<file path="src/rtl/cascade_learn_pkg.sv">
package cascade_learn_pkg;
    typedef enum logic [1:0] {
        ST_IDLE   = 2'b00,
        ST_ARM    = 2'b01,
        ST_COMMIT = 2'b10
    } lrn_state_e;
endpackage

</file>
<file path="src/rtl/cmp_bank.sv">
module cmp_bank #(
    parameter int KEY_W  = 72,
    parameter int CMP_N  = 16,
    localparam int CIDX_W = $clog2(CMP_N)
) (
    input  logic              clk,
    input  logic              rst_n,
    input  logic              we,
    input  logic [CIDX_W-1:0] widx,
    input  logic [KEY_W-1:0]  wdata,
    input  logic [CIDX_W-1:0] ridx_a,
    input  logic [CIDX_W-1:0] ridx_b,
    output logic [KEY_W-1:0]  rdata_a,
    output logic [KEY_W-1:0]  rdata_b
);
    logic [KEY_W-1:0] regs [CMP_N];

    for (genvar g = 0; g < CMP_N; g++) begin : g_reg
        always_ff @(posedge clk) begin
            if (!rst_n)
                regs[g] <= '0;
            else if (we && widx == CIDX_W'(g))
                regs[g] <= wdata;
        end
    end

    assign rdata_a = regs[ridx_a];
    assign rdata_b = regs[ridx_b];
endmodule

</file>
<file path="src/rtl/free_finder.sv">
module free_finder #(
    parameter int ENTRIES = 32,
    localparam int ADDR_W = $clog2(ENTRIES)
) (
    input  logic              clk,
    input  logic              rst_n,
    input  logic [ENTRIES-1:0] occ,
    input  logic              pair_mode,
    output logic [ADDR_W-1:0] ptr,
    output logic              none_free
);
    logic [ENTRIES-1:0] slot_free;

    for (genvar g = 0; g < ENTRIES; g++) begin : g_slot
        if ((g % 2 == 0) && (g + 1 < ENTRIES)) begin : g_even
            assign slot_free[g] = pair_mode ? (!occ[g] && !occ[g+1]) : !occ[g];
        end else begin : g_single
            assign slot_free[g] = pair_mode ? 1'b0 : !occ[g];
        end
    end

    always_comb begin
        ptr = '0;
        for (int i = ENTRIES - 1; i >= 0; i--) begin
            if (slot_free[i])
                ptr = ADDR_W'(i);
        end
    end

    assign none_free = ~|slot_free;

    AST_PTR_EMPTY: assert property (@(posedge clk) disable iff (!rst_n)
        !none_free |-> (!occ[ptr] && (!pair_mode || !ptr[0])));
endmodule

</file>
<file path="src/rtl/cascade_learn_ctrl.sv">
module cascade_learn_ctrl
    import cascade_learn_pkg::*;
#(
    parameter int ENTRIES = 32,
    parameter int KEY_W   = 72,
    parameter int CMP_N   = 16,
    parameter int DEV_W   = 2,
    parameter int DEV_ID  = 0,
    localparam int ADDR_W = $clog2(ENTRIES),
    localparam int CIDX_W = $clog2(CMP_N)
) (
    input  logic                    clk,
    input  logic                    rst_n,
    input  logic                    wr_en,
    input  logic [ADDR_W-1:0]       wr_addr,
    input  logic [KEY_W-1:0]        wr_data,
    input  logic                    cmp_we,
    input  logic [CIDX_W-1:0]       cmp_idx,
    input  logic [KEY_W-1:0]        cmp_data,
    input  logic                    learn_req,
    input  logic [CIDX_W-1:0]       learn_sel,
    input  logic [1:0]              width_mode,
    input  logic                    full_in,
    input  logic                    global_full,
    output logic                    full_out,
    output logic                    arr_we,
    output logic [ADDR_W-1:0]       arr_addr,
    output logic [KEY_W-1:0]        arr_data,
    output logic                    sram_we,
    output logic [DEV_W+ADDR_W-1:0] sram_addr,
    output logic                    sram_oe_n
);
    lrn_state_e        state_q, state_d;
    logic [ENTRIES-1:0] occ_q;
    logic [ADDR_W-1:0] ptr_q, nfa;
    logic              pair_q, none_free;
    logic [KEY_W-1:0]  key_lo_q, key_hi_q, rd_a, rd_b;
    logic [CIDX_W-1:0] sel_a, sel_b;
    logic              mode_pair, mode_wide, learn_ok;

    assign mode_pair = (width_mode == 2'b01);
    assign mode_wide = width_mode[1];

    assign sel_a = mode_pair ? {learn_sel[CIDX_W-1:1], 1'b0} : learn_sel;
    assign sel_b = {learn_sel[CIDX_W-1:1], 1'b1};

    cmp_bank #(.KEY_W(KEY_W), .CMP_N(CMP_N)) u_cmp (
        .clk(clk), .rst_n(rst_n), .we(cmp_we), .widx(cmp_idx), .wdata(cmp_data),
        .ridx_a(sel_a), .ridx_b(sel_b), .rdata_a(rd_a), .rdata_b(rd_b)
    );

    free_finder #(.ENTRIES(ENTRIES)) u_find (
        .clk(clk), .rst_n(rst_n), .occ(occ_q), .pair_mode(mode_pair),
        .ptr(nfa), .none_free(none_free)
    );

    assign full_out = full_in && none_free;

    assign learn_ok = (state_q == ST_IDLE) && !wr_en && learn_req && full_in
                      && !none_free && !global_full && !mode_wide;

    // next-state logic
    always_comb begin
        state_d = state_q;
        unique case (state_q)
            ST_IDLE:   if (learn_ok) state_d = ST_ARM;
            ST_ARM:    state_d = ST_COMMIT;
            ST_COMMIT: state_d = ST_IDLE;
            default:   state_d = ST_IDLE;
        endcase
    end

    // state register
    always_ff @(posedge clk) begin
        if (!rst_n) state_q <= ST_IDLE;
        else        state_q <= state_d;
    end

    // occupancy and learn context
    always_ff @(posedge clk) begin
        if (!rst_n) begin
            occ_q    <= '0;
            ptr_q    <= '0;
            pair_q   <= 1'b0;
            key_lo_q <= '0;
            key_hi_q <= '0;
        end else begin
            unique case (state_q)
                ST_IDLE: begin
                    if (wr_en) begin
                        occ_q[wr_addr] <= wr_data[0];
                    end else if (learn_ok) begin
                        ptr_q    <= nfa;
                        pair_q   <= mode_pair;
                        key_lo_q <= rd_a;
                        key_hi_q <= rd_b;
                    end
                end
                ST_ARM:    occ_q[ptr_q] <= 1'b1;
                ST_COMMIT: if (pair_q) occ_q[{ptr_q[ADDR_W-1:1], 1'b1}] <= 1'b1;
                default: ;
            endcase
        end
    end

    // outputs
    always_comb begin
        arr_we    = 1'b0;
        arr_addr  = '0;
        arr_data  = '0;
        sram_we   = 1'b0;
        sram_addr = '0;
        sram_oe_n = 1'b0;
        unique case (state_q)
            ST_IDLE: begin
                arr_we   = wr_en;
                arr_addr = wr_addr;
                arr_data = wr_data;
            end
            ST_ARM: begin
                arr_we    = 1'b1;
                arr_addr  = ptr_q;
                arr_data  = {key_lo_q[KEY_W-1:1], 1'b1};
                sram_oe_n = 1'b1;
            end
            ST_COMMIT: begin
                arr_we    = pair_q;
                arr_addr  = {ptr_q[ADDR_W-1:1], 1'b1};
                arr_data  = {key_hi_q[KEY_W-1:1], 1'b1};
                sram_we   = 1'b1;
                sram_addr = {DEV_W'(DEV_ID), ptr_q};
                sram_oe_n = 1'b1;
            end
            default: ;
        endcase
    end

    AST_SRAM_AFTER_ARRAY: assert property (@(posedge clk) disable iff (!rst_n)
        sram_we |-> ($past(arr_we) && $past(sram_oe_n)));
    AST_OE_TWO_CYCLES: assert property (@(posedge clk) disable iff (!rst_n)
        $rose(sram_oe_n) |=> (sram_oe_n && sram_we));
    AST_FULL_NEEDS_UPSTREAM: assert property (@(posedge clk) disable iff (!rst_n)
        full_out |-> full_in);
    AST_BLOCKED_LEARN: assert property (@(posedge clk) disable iff (!rst_n)
        (state_q == ST_IDLE && learn_req && !wr_en && (!full_in || global_full || mode_wide))
        |=> !sram_oe_n);
    AST_PAIR_EVEN: assert property (@(posedge clk) disable iff (!rst_n)
        (state_q == ST_ARM && pair_q) |-> !arr_addr[0]);
    AST_LEARN_MARKS: assert property (@(posedge clk) disable iff (!rst_n)
        (state_q == ST_ARM) |=> occ_q[$past(arr_addr)]);
endmodule

</file>
<file path="config.mk">
export PLATFORM = sky130hd
export DESIGN_NAME = cascade_learn_ctrl
export DESIGN_NICKNAME = d
export VERILOG_FILES = /design/src/rtl/cascade_learn_pkg.sv /design/src/rtl/cmp_bank.sv /design/src/rtl/free_finder.sv /design/src/rtl/cascade_learn_ctrl.sv
export SDC_FILE = /design/constraint.sdc
export NUM_CORES = 2
export LEC_CHECK = 0
export ABC_AREA = 1
export BUFFER_PORTS_ARGS = -buffer_cell sky130_fd_sc_hd__buf_2
export CORE_MARGIN = 5
export CORE_UTILIZATION = 65
export CTS_BUF_LIST = sky130_fd_sc_hd__clkbuf_8 sky130_fd_sc_hd__clkbuf_16
export CTS_CLUSTER_SIZE = 10
export DETAILED_ROUTE_END_ITERATION = 8
export GPL_TIMING_DRIVEN = 1
export PLACE_DENSITY_LB_ADDON = 0.08
export SLEW_MARGIN = 10
export SYNTH_ARGS = -nofsm -noshare
export SYNTH_HDL_FRONTEND = slang
export SYNTH_SLANG_ARGS = --single-unit
</file>
<file path="constraint.sdc">
create_clock -name clk -period 12 [get_ports clk]
set_input_delay 0.6 -clock clk [delete_from_list [all_inputs] [get_ports clk]]
set_output_delay 0.6 -clock clk [all_outputs]
set_load 0.05 [all_outputs]
</file>
==> flow_metrics.py <==
metrics = {
    "timing": {
        "slew_headroom_pct": 13.0,
        "min_period_ps": 4800,
        "tns_ps": 0,
        "hold_violations": 0,
        "worstMarginPinSlew_ps": 1300,
        "min_period_over_period_pct": 40.0,
        "rsz0062_at_grt": "false",
        "finClkSkew_ps": 25.3,
        "setup_viol": 0,
        "fmax_ghz": 0.208,
        "slew_viol_final": 0,
    },
    "drt": {
        "vias": 48000,
        "drtIter0Drc": 7703,
        "finalWirelength_um": 190000,
        "drtAntennaViolNets": 0,
        "wl_per_cell_um": 26.1,
        "drc": 0,
        "avgViaCountPerCell": 6.60,
        "dr.pass1.iters": 8,
    },
    "critical_path": {
        "critPathArrivalTime_ps": 5480,
        "worst_setup_path_end_kind": "register",
        "path_class": "register to register",
        "cp.required_ps": 12670,
        "start_kind": "register",
        "cp-startpoint": "state_q[0]$_SDFFE_PN0P_",
        "reg2reg_from": "state_q[0]$_SDFFE_PN0P_",
        "path_max_fanout": 70,
    },
    "floorplanning": {
        "rows": 110,
        "dieWidth_um": 311,
        "start_util_pct": 65.4,
        "die_area_mm2": 0.0967,
        "die_y_um": 311,
        "core_region_area_mm2": 0.0900,
        "pin_count": 254,
    },
    "global_routing": {
        "grt_pass1_wl_um": 280000,
        "antenna_found_initial": 0,
        "overflow": 0,
        "grtUsageTotal_pct": 38.1,
        "grt_max_degree": 239,
        "first_global_vias": 45700,
    },
    "logic_synthesis": {
        "synth.ff_latch_count": 1318,
        "avgSynthCellArea_um2": 9.78,
        "ys_types": 41,
        "synth_top_family_by_area": "simple AND/OR/NAND/NOR gates",
        "synthTopCellsByArea": "edfxtp_1 (58%), nor2_1 (8.2%), nand2_1 (7.3%)",
        "synthArstFlopShare_pct": 0,
        "ys.flop_type": "edfxtp_1",
        "synth_xor_xnor_area_share_pct": 0,
        "synth-edff-count": 1136,
        "yosys.area_share.adder_pct": 0.106,
        "synthMuxAreaShare_pct": 0,
        "syn_inst": 6018,
        "synth_compound_area_share_pct": 13.5,
        "yosys_warnings": 0,
        "syn_area_mm2": 0.0589,
        "yosys.area_share.simple_pct": 17.3,
        "seq_area_frac_synth_pct": 64.1,
        "synth_top_area_share_pct": 57.9,
        "yosysTopAreaCell": "edfxtp_1",
    },
    "clock_network": {
        "cts-root-buf": "clkbuf_16",
        "numCtsBuffers": 151,
        "cts_sinks": 1318,
        "cts_resized": 0,
        "cts.clk_slew.worst_paths_ps": 60,
        "htreeDepth": 4,
        "clock_latency_ps": 760,
        "cts_setup_buffers": 0,
        "cts_buffer_depth": 3,
        "cts_tree": "built",
        "holdBufCountCts": 0,
    },
    "pwr": {
        "power_density_mw_per_mm2": 188,
        "p_sw_share_pct": 32.3,
        "power.internal_mw": 8.26,
        "pwr-share-clk_pct": 34.2,
        "power_switching_mw": 3.94,
        "pwr-share-comb_pct": 21.4,
        "total_leakage_power_nw": 25.4,
        "p_seq_share_pct": 44.4,
        "peakVddDrop_v": 0.000181,
    },
    "place": {
        "place_area_mm2": 0.0605,
        "hpwl_um": 94200,
        "port_buffers": 250,
        "place.gp.congestion": 0.899,
    },
    "run": {
        "drv_cap": 0,
    },
    "finish": {
        "syn_to_final_growth_pct": 10.5,
        "antenna_cells": 0,
        "drive_gt1_share_pct": 9.20,
        "num-nets-final": 6143,
        "fin_area_mm2": 0.0650,
    },
    "hold_path": {
        "hp-start": "global_full",
        "hold_class": "primary input to register",
    },
    "run_status": {
        "status": "finished clean",
    },
}
worst max-delay path, stage by stage (launching register included):
cell     delay, ps
dfxtp_1        350
inv_1          210
ha_4           610
inv_2          200
nor2_1         180
inv_1          100
nor4_1         340
o21ai_1        220
nand2_4        640
buf_4          730
buf_4          720
o21ai_1        130
a31oi_1        190
cells in the mapped netlist, types with 5 or more instances:
| cell type | number |
|---|---|
| a221oi_1 | 112 |
| buf_2 | 19 |
| nand3_1 | 179 |
| dfxtp_1 | 182 |
| inv_1 | 225 |
| o21ai_1 | 154 |
| buf_1 | 26 |
| a32oi_1 | 16 |
| nand2_1 | 1149 |
| o221ai_1 | 34 |
| inv_2 | 9 |
| nor3_1 | 12 |
| a31oi_1 | 161 |
| edfxtp_1 | 1136 |
| o21ai_0 | 178 |
| clkinv_1 | 6 |
| o21ai_2 | 8 |
| nor2_1 | 1283 |
| clkbuf_1 | 477 |
| a31o_2 | 7 |
| a21oi_1 | 496 |
| ha_1 | 5 |
| a221o_1 | 112 |
| nand4_1 | 9 |
registers in the layout (all words and copies together) (netlist names), named ones only:
register    cells
key_hi_q       71
key_lo_q       71
pair_q          1
ptr_q           5
state_q         2
u_cmp.regs   1136
placed cells by master (no fill, tap or decap), drive strengths merged, types with 10 or more instances in the layout:
master / synthesis / routed
nor2: 1284 / 1284
buf: 48 / 325
o221ai: 34 / 34
a32oi: 16 / 16
nand3: 179 / 179
edfxtp: 1136 / 1136
inv: 234 / 340
a221oi: 112 / 112
clkbuf: 478 / 162
a31oi: 161 / 161
nand2: 1151 / 1151
o21ai: 342 / 342
clkinv: 6 / 10
a221o: 112 / 112
a21oi: 497 / 497
nor3: 12 / 12
dfxtp: 182 / 182
power by group through the flow:
| stage | clock network, mW | logic [mW] | registers, mW |
|---|---|---|---|
| floorplan | 0 | 1.74 | 5.50 |
| global placement | 0 | 2.51 | 5.50 |
| detailed placement | 0 | 2.54 | 5.51 |
| CTS | 4.17 | 2.55 | 5.42 |
| global route | 4.38 | 2.77 | 5.45 |
| finish | 4.17 | 2.61 | 5.42 |
through the flow:
stage,hold slack (ps),total power [mW],util (%),setup WS [ps],instances
after floorplan,458,7.24,-,5420,6019
after global placement,476,8.01,67.2,7380,6994
after detailed placement,480,8.04,67.2,7260,6994
after CTS,255,12.1,72.2,7330,7265
after global routing,304,12.6,72.2,6880,7266
final,303,12.2,72.2,7200,7266
cells by family (layout without fill, tap and decap cells):
logic type,Yosys count,after routing
buffers and inverters,766,837
AO/OA/AOI/OAI,1291,1291
other,1,2
adder cells (fa/ha/maj),5,5
flip-flops,1318,1318
AND/OR/NAND/NOR,2637,2637
final timing paths:
| check | endpoint | slack, ps | cells after the start |
|---|---|---|---|
| worst min-delay path | ptr_q[4]$_SDFFE_PN0P_ | 300 | 4 |
| worst max register to register | key_lo_q[61]$_SDFFE_PN0P_ | 7200 | 12 |
| worst min register to register | register | 490 | 2 |
| worst max-delay path | key_lo_q[61]$_SDFFE_PN0P_ | 7200 | 12 |
area by class of cell:
type                       count  area [µm²]
sequential                  1318       37800
fill                        6484       25000
multi-input combinational   3935       18500
clock buffer                 161        4010
timing repair buffer         326        1890
tap                         1176        1470
inverter                     240         925
clock inverter               110         480
metal layers:
layer / vias up / global-route usage (%) / routed length (µm)
met2: 3819 / 59.6 / 86400
li1: 20800 / - / -
met1: 22700 / 51.5 / 66400
met4: 0 / 15.8 / 8280
met3: 649 / 10.2 / 28400
met5: - / 0 / 0
(Power assumes the default switching activity.)
